### config.mk
export PLATFORM = sky130hd
export DESIGN_NAME = fpx_compare
export DESIGN_NICKNAME = d
export VERILOG_FILES = /design/src/rtl/fpx_cmp_pkg.sv /design/src/rtl/fpx_classify.sv /design/src/rtl/fpx_order.sv /design/src/rtl/fpx_cmp_ctrl.sv /design/src/rtl/fpx_compare.sv
export SDC_FILE = /design/constraint.sdc
export NUM_CORES = 1
export LEC_CHECK = 0
export BUFFER_PORTS_ARGS = -buffer_cell sky130_fd_sc_hd__buf_4
export CORE_MARGIN = 1.5
export CORE_UTILIZATION = 41
export CTS_BUF_LIST = sky130_fd_sc_hd__clkbuf_8
export CTS_CLUSTER_SIZE = 16
export DETAILED_ROUTE_END_ITERATION = 8
export PLACE_DENSITY = 0.9
export SLEW_MARGIN = 0
export SYNTH_ARGS = -nofsm -noshare
export SYNTH_HDL_FRONTEND = slang
export SYNTH_SLANG_ARGS = --single-unit
### constraint.sdc
create_clock -name clk -period 2.19 [get_ports clk]
set_input_delay 0.219 -clock clk [delete_from_list [all_inputs] [get_ports clk]]
set_output_delay 0.219 -clock clk [all_outputs]
set_load 0.02 [all_outputs]
### src/rtl/fpx_cmp_pkg.sv
package fpx_cmp_pkg;

    typedef enum logic [1:0] {
        CMD_KEEP = 2'b00,
        CMD_POP1 = 2'b01,
        CMD_POP2 = 2'b10,
        CMD_RSVD = 2'b11
    } cmp_cmd_e;

    typedef enum logic [1:0] {
        ORD_GT = 2'b00,
        ORD_LT = 2'b01,
        ORD_EQ = 2'b10
    } cmp_ord_e;

    typedef enum logic {
        S_IDLE   = 1'b0,
        S_REPORT = 1'b1
    } cmp_state_e;

    typedef struct packed {
        logic c3;
        logic c2;
        logic c0;
    } cc_bits_t;

    // Condition code for an ordering, or the unordered code when invalid.
    function automatic cc_bits_t cc_code(input cmp_ord_e ord, input logic bad);
        cc_bits_t r;
        r.c3 = bad | (ord == ORD_EQ);
        r.c2 = bad;
        r.c0 = bad | (ord == ORD_LT);
        return r;
    endfunction

endpackage

### src/rtl/fpx_classify.sv
module fpx_classify #(
    parameter int EXP_W = 15,
    parameter int MAN_W = 64
) (
    input  logic [EXP_W+MAN_W:0]   val,
    output logic                   sign,
    output logic                   is_zero,
    output logic                   is_bad,
    output logic [EXP_W+MAN_W-1:0] key
);
    localparam int TOT_W = EXP_W + MAN_W + 1;

    logic [EXP_W-1:0] exp_f;
    logic [MAN_W-1:0] man_f;
    logic             int_bit;
    logic             frac_nz;
    logic             exp_zero;
    logic             exp_max;
    logic             is_nan;
    logic             is_pseudo;
    logic             is_unnorm;

    assign sign     = val[TOT_W-1];
    assign exp_f    = val[TOT_W-2 -: EXP_W];
    assign man_f    = val[MAN_W-1:0];
    assign int_bit  = man_f[MAN_W-1];
    assign frac_nz  = |man_f[MAN_W-2:0];
    assign exp_zero = (exp_f == '0);
    assign exp_max  = &exp_f;

    // NaN of either kind, maximum exponent without integer bit, or unnormal.
    assign is_nan    = exp_max & int_bit & frac_nz;
    assign is_pseudo = exp_max & ~int_bit;
    assign is_unnorm = ~exp_zero & ~exp_max & ~int_bit;
    assign is_bad    = is_nan | is_pseudo | is_unnorm;

    assign is_zero   = exp_zero & (man_f == '0);

    // Denormals share the scale of exponent one, so the key is monotonic in magnitude.
    assign key = {(exp_zero ? EXP_W'(1) : exp_f), man_f};

endmodule

### src/rtl/fpx_order.sv
module fpx_order
    import fpx_cmp_pkg::*;
#(
    parameter int KEY_W = 79
) (
    input  logic             a_sign,
    input  logic             a_zero,
    input  logic [KEY_W-1:0] a_key,
    input  logic             b_sign,
    input  logic             b_zero,
    input  logic [KEY_W-1:0] b_key,
    output cmp_ord_e         ord
);
    logic mag_gt;
    logic mag_eq;

    assign mag_gt = (a_key > b_key);
    assign mag_eq = (a_key == b_key);

    always_comb begin
        if (a_zero && b_zero) begin
            ord = ORD_EQ;
        end else if (a_sign != b_sign) begin
            ord = a_sign ? ORD_LT : ORD_GT;
        end else if (mag_eq) begin
            ord = ORD_EQ;
        end else if (mag_gt ^ a_sign) begin
            ord = ORD_GT;
        end else begin
            ord = ORD_LT;
        end
    end

endmodule

### src/rtl/fpx_cmp_ctrl.sv
module fpx_cmp_ctrl
    import fpx_cmp_pkg::*;
#(
    parameter int POP_W = 2
) (
    input  logic             clk,
    input  logic             rst_n,
    input  logic             in_valid,
    input  logic [1:0]       cmd,
    input  logic             ie_mask,
    input  logic             any_bad,
    input  cmp_ord_e         ord,
    output logic             out_valid,
    output logic             cc_we,
    output logic             cc_c3,
    output logic             cc_c2,
    output logic             cc_c0,
    output logic             inv_exc,
    output logic [POP_W-1:0] pop_cnt
);
    cmp_state_e       state_q, state_d;
    logic             trap;
    logic [POP_W-1:0] pop_req;
    cc_bits_t         code;
    cc_bits_t         flags_q;
    logic             we_q;
    logic             exc_q;
    logic [POP_W-1:0] pop_q;

    assign trap = any_bad & ~ie_mask;
    assign code = cc_code(ord, any_bad);

    always_comb begin
        unique case (cmp_cmd_e'(cmd))
            CMD_KEEP: pop_req = POP_W'(0);
            CMD_POP1: pop_req = POP_W'(1);
            CMD_POP2: pop_req = POP_W'(2);
            CMD_RSVD: pop_req = POP_W'(0);
        endcase
    end

    // State register.
    always_ff @(posedge clk) begin
        if (!rst_n) begin
            state_q <= S_IDLE;
        end else begin
            state_q <= state_d;
        end
    end

    always_comb begin
        unique case (state_q)
            S_IDLE:   state_d = in_valid ? S_REPORT : S_IDLE;
            S_REPORT: state_d = in_valid ? S_REPORT : S_IDLE;
        endcase
    end

    // Output registers.
    always_ff @(posedge clk) begin
        if (!rst_n) begin
            we_q    <= 1'b0;
            exc_q   <= 1'b0;
            pop_q   <= '0;
            flags_q <= '0;
        end else if (in_valid) begin
            we_q  <= ~trap;
            exc_q <= any_bad;
            pop_q <= trap ? '0 : pop_req;
            if (!trap) begin
                flags_q <= code;
            end
        end else begin
            we_q  <= 1'b0;
            exc_q <= 1'b0;
            pop_q <= '0;
        end
    end

    assign out_valid = (state_q == S_REPORT);
    assign cc_we     = we_q;
    assign inv_exc   = exc_q;
    assign pop_cnt   = pop_q;
    assign cc_c3     = flags_q.c3;
    assign cc_c2     = flags_q.c2;
    assign cc_c0     = flags_q.c0;

    AST_REPORT_AFTER_STROBE: assert property (@(posedge clk) disable iff (!rst_n)
        in_valid |=> out_valid);
    AST_QUIET_WITHOUT_STROBE: assert property (@(posedge clk) disable iff (!rst_n)
        !in_valid |=> (!out_valid && !cc_we && !inv_exc && pop_cnt == '0));
    AST_WE_ONLY_IN_REPORT: assert property (@(posedge clk) disable iff (!rst_n)
        cc_we |-> out_valid);
    AST_FLAGS_HELD: assert property (@(posedge clk) disable iff (!rst_n)
        !cc_we |-> $stable({cc_c3, cc_c2, cc_c0}));
    AST_UNORDERED_CODE: assert property (@(posedge clk) disable iff (!rst_n)
        (cc_we && cc_c2) |-> (cc_c3 && cc_c0 && inv_exc));
    AST_TRAP_NO_POP: assert property (@(posedge clk) disable iff (!rst_n)
        (inv_exc && !cc_we) |-> (pop_cnt == '0));
    AST_POP_LIMIT: assert property (@(posedge clk) disable iff (!rst_n)
        pop_cnt != POP_W'(3));
    AST_EXC_NEEDS_BAD: assert property (@(posedge clk) disable iff (!rst_n)
        inv_exc |-> $past(any_bad && in_valid));

endmodule

### src/rtl/fpx_compare.sv
module fpx_compare
    import fpx_cmp_pkg::*;
#(
    parameter int EXP_W = 15,
    parameter int MAN_W = 64,
    parameter int POP_W = 2
) (
    input  logic                   clk,
    input  logic                   rst_n,
    input  logic                   in_valid,
    input  logic [1:0]             cmd,
    input  logic                   ie_mask,
    input  logic [EXP_W+MAN_W:0]   top_val,
    input  logic [EXP_W+MAN_W:0]   src_val,
    output logic                   out_valid,
    output logic                   cc_we,
    output logic                   cc_c3,
    output logic                   cc_c2,
    output logic                   cc_c0,
    output logic                   inv_exc,
    output logic [POP_W-1:0]       pop_cnt
);
    localparam int OP_W  = EXP_W + MAN_W + 1;
    localparam int KEY_W = EXP_W + MAN_W;
    localparam int N_OP  = 2;

    logic [OP_W-1:0]  opnd   [N_OP];
    logic             o_sign [N_OP];
    logic             o_zero [N_OP];
    logic             o_bad  [N_OP];
    logic [KEY_W-1:0] o_key  [N_OP];
    cmp_ord_e         ord;
    logic             any_bad;

    assign opnd[0] = top_val;
    assign opnd[1] = src_val;

    for (genvar gi = 0; gi < N_OP; gi++) begin : g_cls
        fpx_classify #(
            .EXP_W (EXP_W),
            .MAN_W (MAN_W)
        ) u_cls (
            .val     (opnd[gi]),
            .sign    (o_sign[gi]),
            .is_zero (o_zero[gi]),
            .is_bad  (o_bad[gi]),
            .key     (o_key[gi])
        );
    end

    assign any_bad = o_bad[0] | o_bad[1];

    fpx_order #(
        .KEY_W (KEY_W)
    ) u_order (
        .a_sign (o_sign[0]),
        .a_zero (o_zero[0]),
        .a_key  (o_key[0]),
        .b_sign (o_sign[1]),
        .b_zero (o_zero[1]),
        .b_key  (o_key[1]),
        .ord    (ord)
    );

    fpx_cmp_ctrl #(
        .POP_W (POP_W)
    ) u_ctrl (
        .clk       (clk),
        .rst_n     (rst_n),
        .in_valid  (in_valid),
        .cmd       (cmd),
        .ie_mask   (ie_mask),
        .any_bad   (any_bad),
        .ord       (ord),
        .out_valid (out_valid),
        .cc_we     (cc_we),
        .cc_c3     (cc_c3),
        .cc_c2     (cc_c2),
        .cc_c0     (cc_c0),
        .inv_exc   (inv_exc),
        .pop_cnt   (pop_cnt)
    );

    AST_SIGNED_ZERO_EQ: assert property (@(posedge clk) disable iff (!rst_n)
        (in_valid && o_zero[0] && o_zero[1]) |=> (cc_we && cc_c3 && !cc_c2 && !cc_c0));
    AST_BAD_RAISES_EXC: assert property (@(posedge clk) disable iff (!rst_n)
        (in_valid && (o_bad[0] || o_bad[1])) |=> inv_exc);

endmodule

==> impl_metrics.csv <==
group,metric,value,unit
placement,dpl_worst_slack,-0.4021,ns
synth,synth_ff_type,"dfxtp_1",
route,routedWlPerCell,17.11,um
final_layout,stdcell_area,0.005171,mm2
sta,clock_skew,0,ns
clock_network,numClockSinks,8,
final_layout,post-route-util,0.7654,
clock_network,cts-root-buf,"clkbuf_8",
placement,gp_congestion,0.9891,
run_status,status,"finished with violations",
sta,fmax,0.4366,GHz
synth,synthXorXnorAreaFrac,0,
synth,synth_area_leaders,"ha_1 (35%), inv_1 (11%), nor4_1 (9.2%)",
synth,ys_seq_elements,8,
synth,synth_top_family_by_area,"adder cells",
floorplan,dieArea,0.007480,mm2
synth,yosys_warnings,0,
global_routing,grt_max_degree,7,
floorplan,num_rows,30,
synth,synthSimpleGateAreaFrac,0.3170,
floorplan,pin_count,174,
route,drc,0,
synth,synth-adder-area-share,0.3459,
floorplan,core,0.006756,mm2
power_and_ir_drop,power,1.237,mW
run_status,violations,"setup timing",
final_layout,syn_to_final_growth,80.95,%
sta,maxSlewViolCount,0,
placement,port_buffers,173,
route,via_per_inst,5.638,
route,drt-initial-drc-count,129,
sta,worstMarginPinSlew,0.5115,ns
worst_setup_path,critPathRequiredTime,2.35,ns
clock_network,path_clk_slew,0.04,ns
global_routing,grt_overflow_total,0,
flow_run,max_cap_viol_count,0,
worst_setup_path,endpoint_kind,"flop",
sta,final.period_utilization,1.046,
synth,synth_area_per_cell,7.180,um2
sta,period_minus_slack,2.291,ns
floorplan,start_util,0.4230,
synth,synth-edff-count,0,
hold_path,min_path_type,"in2reg",
sta,finalSetupViolCount,2,
sta,hold_violations,0,
sta,relSlewSlack,0.6558,
clock_network,hold_buffers,0,
worst_setup_path,worstSetupPathType,"in2reg",
global_routing,grt.total_usage,0.3207,
synth,yosysTopAreaCellShare,0.3459,
floorplan,dieWidth,86.49,um
power_and_ir_drop,power.density,239.2,mW/mm2
synth,synth_mux_area_frac,0,
final_layout,antenna_cells,0,
route,routed_wl,12490,um
clock_network,cts_tree,"yes",
worst_setup_path,crit_path_start_kind,"primary input",
final_layout,nets,897,
final_layout,drive_gt1_frac,0.4677,
route,drt_pass1_iterations,4,
synth,synth_cell_types,41,
route,ant_nets,0,
placement,dpl.hpwl,10880,um
clock_network,cts_buffer_depth,2,
synth,syn_area,0.002858,mm2
clock_network,cts_buffers,3,
clock_network,htreeDepth,1,
synth,yosysSeqAreaShare,0.05604,
final_layout,fill_cells,517,
worst_setup_path,crit_path_max_fanout,3,
worst_setup_path,cp_data_arrival_time,2.45,ns
global_routing,antenna_found_initial,0,
sta,setup_ws,-0.1006,ns
clock_network,clock_latency,0.23,ns
sta,rsz0062_at_grt,"true",
synth,yosys.area.top_type,"ha_1",
global_routing,grt_pass1_vias,4340,
placement,postPlaceCellArea,0.004943,mm2
route,via_count,4116,
synth,syn_nets,643,
global_routing,grt_first_pass_wirelength,19160,um
floorplan,die_y,86.49,um
power_and_ir_drop,leakagePower,2.801,nW
synth,synth_compound_area_frac,0.1537,
power_and_ir_drop,peakVddDrop,117.6,uV
synth,async_flop_share,0,
synth,netlist_instances,398,
[stage by stage]
step                instances  TNS, ns  hold WS [ns]
global route              730  -0.4507        0.2478
CTS                       728  -0.1045        0.2432
floorplan                 398        0        0.3596
detailed placement        723   -2.010        0.4785
global placement          723   -1.614        0.4563
finish                    730  -0.1962        0.2404
[kinds of logic (layout without fill, tap and decap cells)]
logic type | after synthesis | in the layout
buf+inv | 97 | 349
simple gates | 141 | 141
compound gates | 73 | 73
fa+ha+maj | 79 | 79
flops | 8 | 8
[cells in the mapped netlist, types with 7 or more instances]
master     n
nand2_1   17
ha_1      79
clkbuf_1  14
o21ai_0   12
nor4_1    42
nand4_1   29
inv_1     83
dfxtp_1    8
nor3_1    10
a21o_1     9
nand3_1    7
a21oi_1   34
[flip-flops by register name, indices dropped and copies added (netlist names)]
name,count
u_ctrl.pop_cnt,2
u_ctrl.cc_c0,1
u_ctrl.cc_c2,1
u_ctrl.cc_c3,1
u_ctrl.cc_we,1
u_ctrl.inv_exc,1
u_ctrl.out_valid,1
[critical path, stage by stage]
cell and delay (ns):
buf_4 0.11, nor4_1 0.30, and4_1 0.27, nor2_1 0.06, ha_1 0.29, nand4_1 0.18
nor4_4 0.26, nand2_1 0.14, nor4_4 0.17, o21ai_1 0.09, nor3b_1 0.15, nor3b_2 0.18
[path summary, 6_finish.rpt]
path                                  endpoint  cells past startpoint  slack, ns                 startpoint
setup / recovery     u_ctrl.cc_c3$_SDFFE_PN0P_                     12      -0.10                src_val[65]
hold / removal    u_ctrl.pop_cnt[1]$_SDFF_PP0_                      2       0.24                     cmd[1]
setup reg to reg     u_ctrl.cc_c0$_SDFFE_PN0P_                      2       1.50  u_ctrl.cc_c0$_SDFFE_PN0P_
hold reg to reg      u_ctrl.cc_c2$_SDFFE_PN0P_                      2       0.51  u_ctrl.cc_c2$_SDFFE_PN0P_
[cell usage in the layout, fill, tap and decap left out, drive strengths merged, types with 7 or more instances in the layout]
cell / count
inv: 83
nand3: 7
nand2: 17
o21ai: 14
nand4: 33
nor3: 10
nor4: 43
dfxtp: 8
a21oi: 34
a21o: 9
ha: 79
buf: 263
[area by class of cell]
cell class | instances | area [um2] | share of cell area
clock buffers | 3 | 41.29 | 0.007985
inverters | 83 | 311.5 | 0.06025
multi-input cells | 293 | 2572 | 0.4975
flip-flops and latches | 8 | 160.2 | 0.03097
well taps | 80 | 100.1 | 0.01936
repair buffers | 263 | 1986 | 0.3840
[metal layers]
layer  global-route usage  share of wire
met2               0.6342           0.52
met3              0.05619          0.074
met5                    0              0
met4               0.1510          0.043
met1               0.3194           0.36
[report_power, final]
part           switching, mW  total [mW]  internal, mW
combinational          0.403       0.896         0.494
sequential           0.00461       0.159         0.155
clock                 0.0621       0.182         0.119
total                  0.469        1.24         0.768
[what timing repair did]
action                                  CTS  global route
gates resized for setup                  17             9
pin swaps                                 8             6
endpoints found under the setup margin    5             5
setup buffers                             2             2
(Power assumes the default switching activity.)
